--- src/rtl/branch_fetch_ctl.sv ---
module branch_fetch_ctl #(
  parameter int XLEN = 32,
  parameter logic [XLEN-1:0] RESET_PC = '0
) (
  input  logic            clk,
  input  logic            rst,
  input  logic            stall,
  input  logic [XLEN-1:0] imem_rdata,
  input  logic            br_valid,
  input  logic            br_ne,
  input  logic [XLEN-1:0] opnd_a,
  input  logic [XLEN-1:0] opnd_b,
  input  logic [XLEN-1:0] imm_ext,
  input  logic [XLEN-1:0] dec_pc,
  output logic [XLEN-1:0] fetch_pc,
  output logic            flush,
  output logic [XLEN-1:0] dec_instr,
  output logic            dec_valid
);
  localparam logic [XLEN-1:0] STEP = XLEN'(4);
  localparam logic [XLEN-1:0] NOP  = '0;

  logic            same;
  logic [XLEN-1:0] target;

  assign same   = (opnd_a == opnd_b);
  assign flush  = br_valid & (same ^ br_ne);
  assign target = dec_pc + STEP + (imm_ext << 2);

  always_ff @(posedge clk) begin
    if (rst)         fetch_pc <= RESET_PC;
    else if (flush)  fetch_pc <= target;
    else if (!stall) fetch_pc <= fetch_pc + STEP;
  end

  always_ff @(posedge clk) begin
    if (rst || flush) begin
      dec_instr <= NOP;
      dec_valid <= 1'b0;
    end else if (!stall) begin
      dec_instr <= imem_rdata;
      dec_valid <= 1'b1;
    end
  end

  // reset state
  assert_reset_state_R1: assert property (@(posedge clk)
    rst |=> (fetch_pc == RESET_PC && !dec_valid && dec_instr == NOP));

  // sequential fetch when nothing redirects or holds
  assert_seq_fetch_R2: assert property (@(posedge clk) disable iff (rst)
    (!stall && !flush) |=> (fetch_pc == $past(fetch_pc) + STEP && dec_valid
                            && dec_instr == $past(imem_rdata)));

  // taken branch lands on pc + 4 + offset words
  assert_taken_target_R3: assert property (@(posedge clk) disable iff (rst)
    (br_valid && (opnd_a == opnd_b) != br_ne)
      |=> fetch_pc == $past(dec_pc) + STEP + {$past(imm_ext[XLEN-3:0]), 2'b00});

  // squashed slot is a NOP that can never commit
  assert_flush_nop_R6: assert property (@(posedge clk) disable iff (rst)
    flush |=> (!dec_valid && dec_instr == NOP));

  // stall freezes PC and IF/ID
  assert_stall_hold_R7: assert property (@(posedge clk) disable iff (rst)
    (stall && !flush) |=> ($stable(fetch_pc) && $stable(dec_instr) && $stable(dec_valid)));
endmodule

--- config.mk ---
export PLATFORM = sky130hd
export DESIGN_NAME = branch_fetch_ctl
export DESIGN_NICKNAME = d
export VERILOG_FILES = /design/src/rtl/branch_fetch_ctl.sv
export SDC_FILE = /design/constraint.sdc
export NUM_CORES = 1
export LEC_CHECK = 0
export ABC_AREA = 1
export BUFFER_PORTS_ARGS = -buffer_cell sky130_fd_sc_hd__clkbuf_2
export CAP_MARGIN = 10
export CORE_MARGIN = 2
export CORE_UTILIZATION = 47
export DETAILED_ROUTE_END_ITERATION = 8
export GPL_TIMING_DRIVEN = 0
export PLACE_DENSITY = 0.81
export SKIP_CTS_REPAIR_TIMING = 1
export SLEW_MARGIN = 30
export SYNTH_ARGS = -nofsm -noshare
export SYNTH_HDL_FRONTEND = slang
export SYNTH_SLANG_ARGS = --single-unit
--- constraint.sdc ---
create_clock -name clk -period 1.92 [get_ports clk]
set_input_delay 0.096 -clock clk [delete_from_list [all_inputs] [get_ports clk]]
set_output_delay 0.096 -clock clk [all_outputs]
set_load 0.01 [all_outputs]
==> impl_metrics.toml <==
[run_status]
outcome = "finished with violations"
failed_checks = "hold timing"

[clock_tree]
cts_tree = "yes"
clk_transition_reported_paths_ns = 0.06
insertion_delay_ns = 0.33
htreeDepth = 3
clockBufferDepth = 2
numClockSinks = 65
numCtsBuffers = 9
ctsRootBufferMaster = "clkbuf_16"

[finish]
area_growth_pct = 36.83
seq_area_sq_mm = 0.001338
finish.instance_area_sq_mm = 0.008972
nNetsFinal = 1618
fill_cells = 1271
utilization_pct = 65.14
multiInputGateArea_sq_mm = 0.004843
drive_above_1_share_pct = 27.59

[global_routing]
grt_first_pass_wirelength_microns = 31400
antenna_found_initial = 1
grt_start_max_net_pins = 13
grt_overflow = 0
grt_pass1_vias = 7086
track_usage_pct = 26.06

[synth]
synthesis.nets = 1352
synth_edf_count = 0
netlist_top_cells_area = "nand2_1, dfxtp_1, ha_1"
syn_avg_cell_area_sq_um = 5.813
synth_area_sq_mm = 0.006558
yosys_warnings = 0
ys_types = 37
synthTopCellsByCount = "nand2_1, inv_1, nor2_1"
seq_area_frac_synth_pct = 19.84
ys_ff_latch = 65
netlist.area_leader.share_pct = 22.61
synth_ff_type = "dfxtp_1"
synth_most_common_cell = "nand2_1"
yosys.area.top_type = "nand2_1"
async_flop_share_pct = 0
syn_inst = 1128

[floorplan]
ioPinCount = 231
core_region_area_sq_mm = 0.01377
die_x_microns = 122.1
dieArea_sq_mm = 0.01491
die_y_microns = 122.1
initial_core_util_pct = 47.61
rows = 43

[timing]
slew_violations = 0
max_freq_ghz = 0.5435
layout_setup_ws_ns = 0.08012
setup_viol = 0
finalCritPeriodShare_pct = 95.83
fin_skew_ns = 0.006398
rsz0062_at_grt = "true"
slew_headroom_pct = 58.67
post-route-min-period_ns = 1.840
hold_viol_final = 14
tightest_slew_ns = 0.6200
holdWs_ns = -0.01418

[setup_path]
critical_path_class = "reg2reg"
cp_num_cells = 11
startpoint_type = "flip-flop"
r2r.worst_path.cells = 11
end_kind = "flip-flop"
cp.required_ns = 2.14
cp_slowest_cell = "dfxtp_4"
path_buf_inv = 1
max_stage_delay_ns = 0.38
cp_data_arrival_time_ns = 2.06
critPathTopFamily = "simple AND/OR/NAND/NOR gates"
cp_max_fo = 5
worstPathCellList = "nand2_4 > nor2_4 > nand2_4 > nor2_4 > nand4_1 > nor2_2 > a21oi_1 > o21ai_0 > inv_1 > nor2_1 > nor2_1"

[placement]
place.gp.congestion = 0.9380
portBuffers = 227
place_area_sq_mm = 0.007924
hpwl_microns = 16170
place_ws_ns = -0.3584

[hold_path]
hp-class = "in2reg"
min_path_cells = 3

[routing]
drt-pass1-iter-count = 6
wl_per_cell_microns = 13.21
drt-total-wl_microns = 20870
viasPerCell = 5.122
vias = 8093
route.detailed.drc = 0
drt_iter0_markers = 629
drtAntennaViolNets = 0

[power]
p_leak_uw = 0.004844
p_per_area_mw_per_mm2 = 605.1
vdd.ir_drop.worst_uv = 410.2
total_power_uw = 5429

[job]
max-cap-violations = 0
-- final cells by class --
cell class | count | share of cell area [%]
timing repair buffer | 255 | 15.40
multi-input combinational | 863 | 53.98
clock buffer | 10 | 2.552
antenna | 1 | 0.02789
sequential | 65 | 14.91
tap | 180 | 2.510
clock inverter | 6 | 1.283
inverter | 175 | 7.405
buffer | 25 | 1.938
-- metal layers --
metal	GRT usage [%]	routed length [microns]	part of all wire, %
met1	32.65	8736	42
met5	0	0	0
met4	7.615	460	2.2
met2	45.18	10100	48
met3	5.150	1575	7.5
-- kinds of logic after synthesis --
kind of cell,count (synthesis),share of synthesized area (%)
adders and majority gates,59,11.37
AOI/OAI and AO/OA,142,11.30
buffers and inverters,200,12.78
and+or+nand+nor,628,40.16
DFF,65,19.84
xor gates and xnor gates,34,4.541
-- state kept, by name, summed over array words and instances, names as in the netlist --
name       count
dec_instr     32
dec_valid      1
fetch_pc      32
-- worst reg2reg max path: cells and delay by family, from the launching register on --
kind	cells	cell delay [ns]
AO/OA/AOI/OAI	2	0.26
flip-flops	1	0.38
buffers and inverters	1	0.05
AND/OR/NAND/NOR	8	1.04
-- per-stage QoR --
stage                     hold WS, ns  cells  setup TNS, ns
after floorplan                0.1651   1128              0
after global placement         0.3282   1535         -4.659
after detailed placement       0.3299   1535         -5.049
after CTS                    -0.02251   1551         -1.122
after global routing         0.001135   1580        -0.2196
final                        -0.01418   1580              0
-- power by group --
group	switching, uW	leakage (uW)	internal, uW
logic	1150	0.00414	825
clock network	621	0.000163	1270
registers	114	0.000542	1450
-- final timing paths --
path | slack (ns) | from | endpoint
setup reg to reg | 0.08 | fetch_pc[4] | fetch_pc[29]
hold / removal | -0.01 | imem_rdata[2] | dec_instr[2]
hold reg to reg | 0.45 | dec_instr[15] | dec_instr[15]
setup / recovery | 0.08 | fetch_pc[4] | fetch_pc[29]
-- layout by cell type (no fill, tap or decap), types with 16 or more instances in the layout --
cell type  netlist  layout
nand2_1        395     370
clkbuf_2         1     228
inv_1          173     171
nor2_1         111      95
a21oi_1         84      72
dfxtp_1         65      52
nand3_1         53      50
ha_1            58      37
o21ai_0         40      35
nand4_1         27      27
nand2_2          0      20
xnor2_1         18      17
nor2_2           7      17
xor2_1          16      16
(Power assumes the default switching activity.)
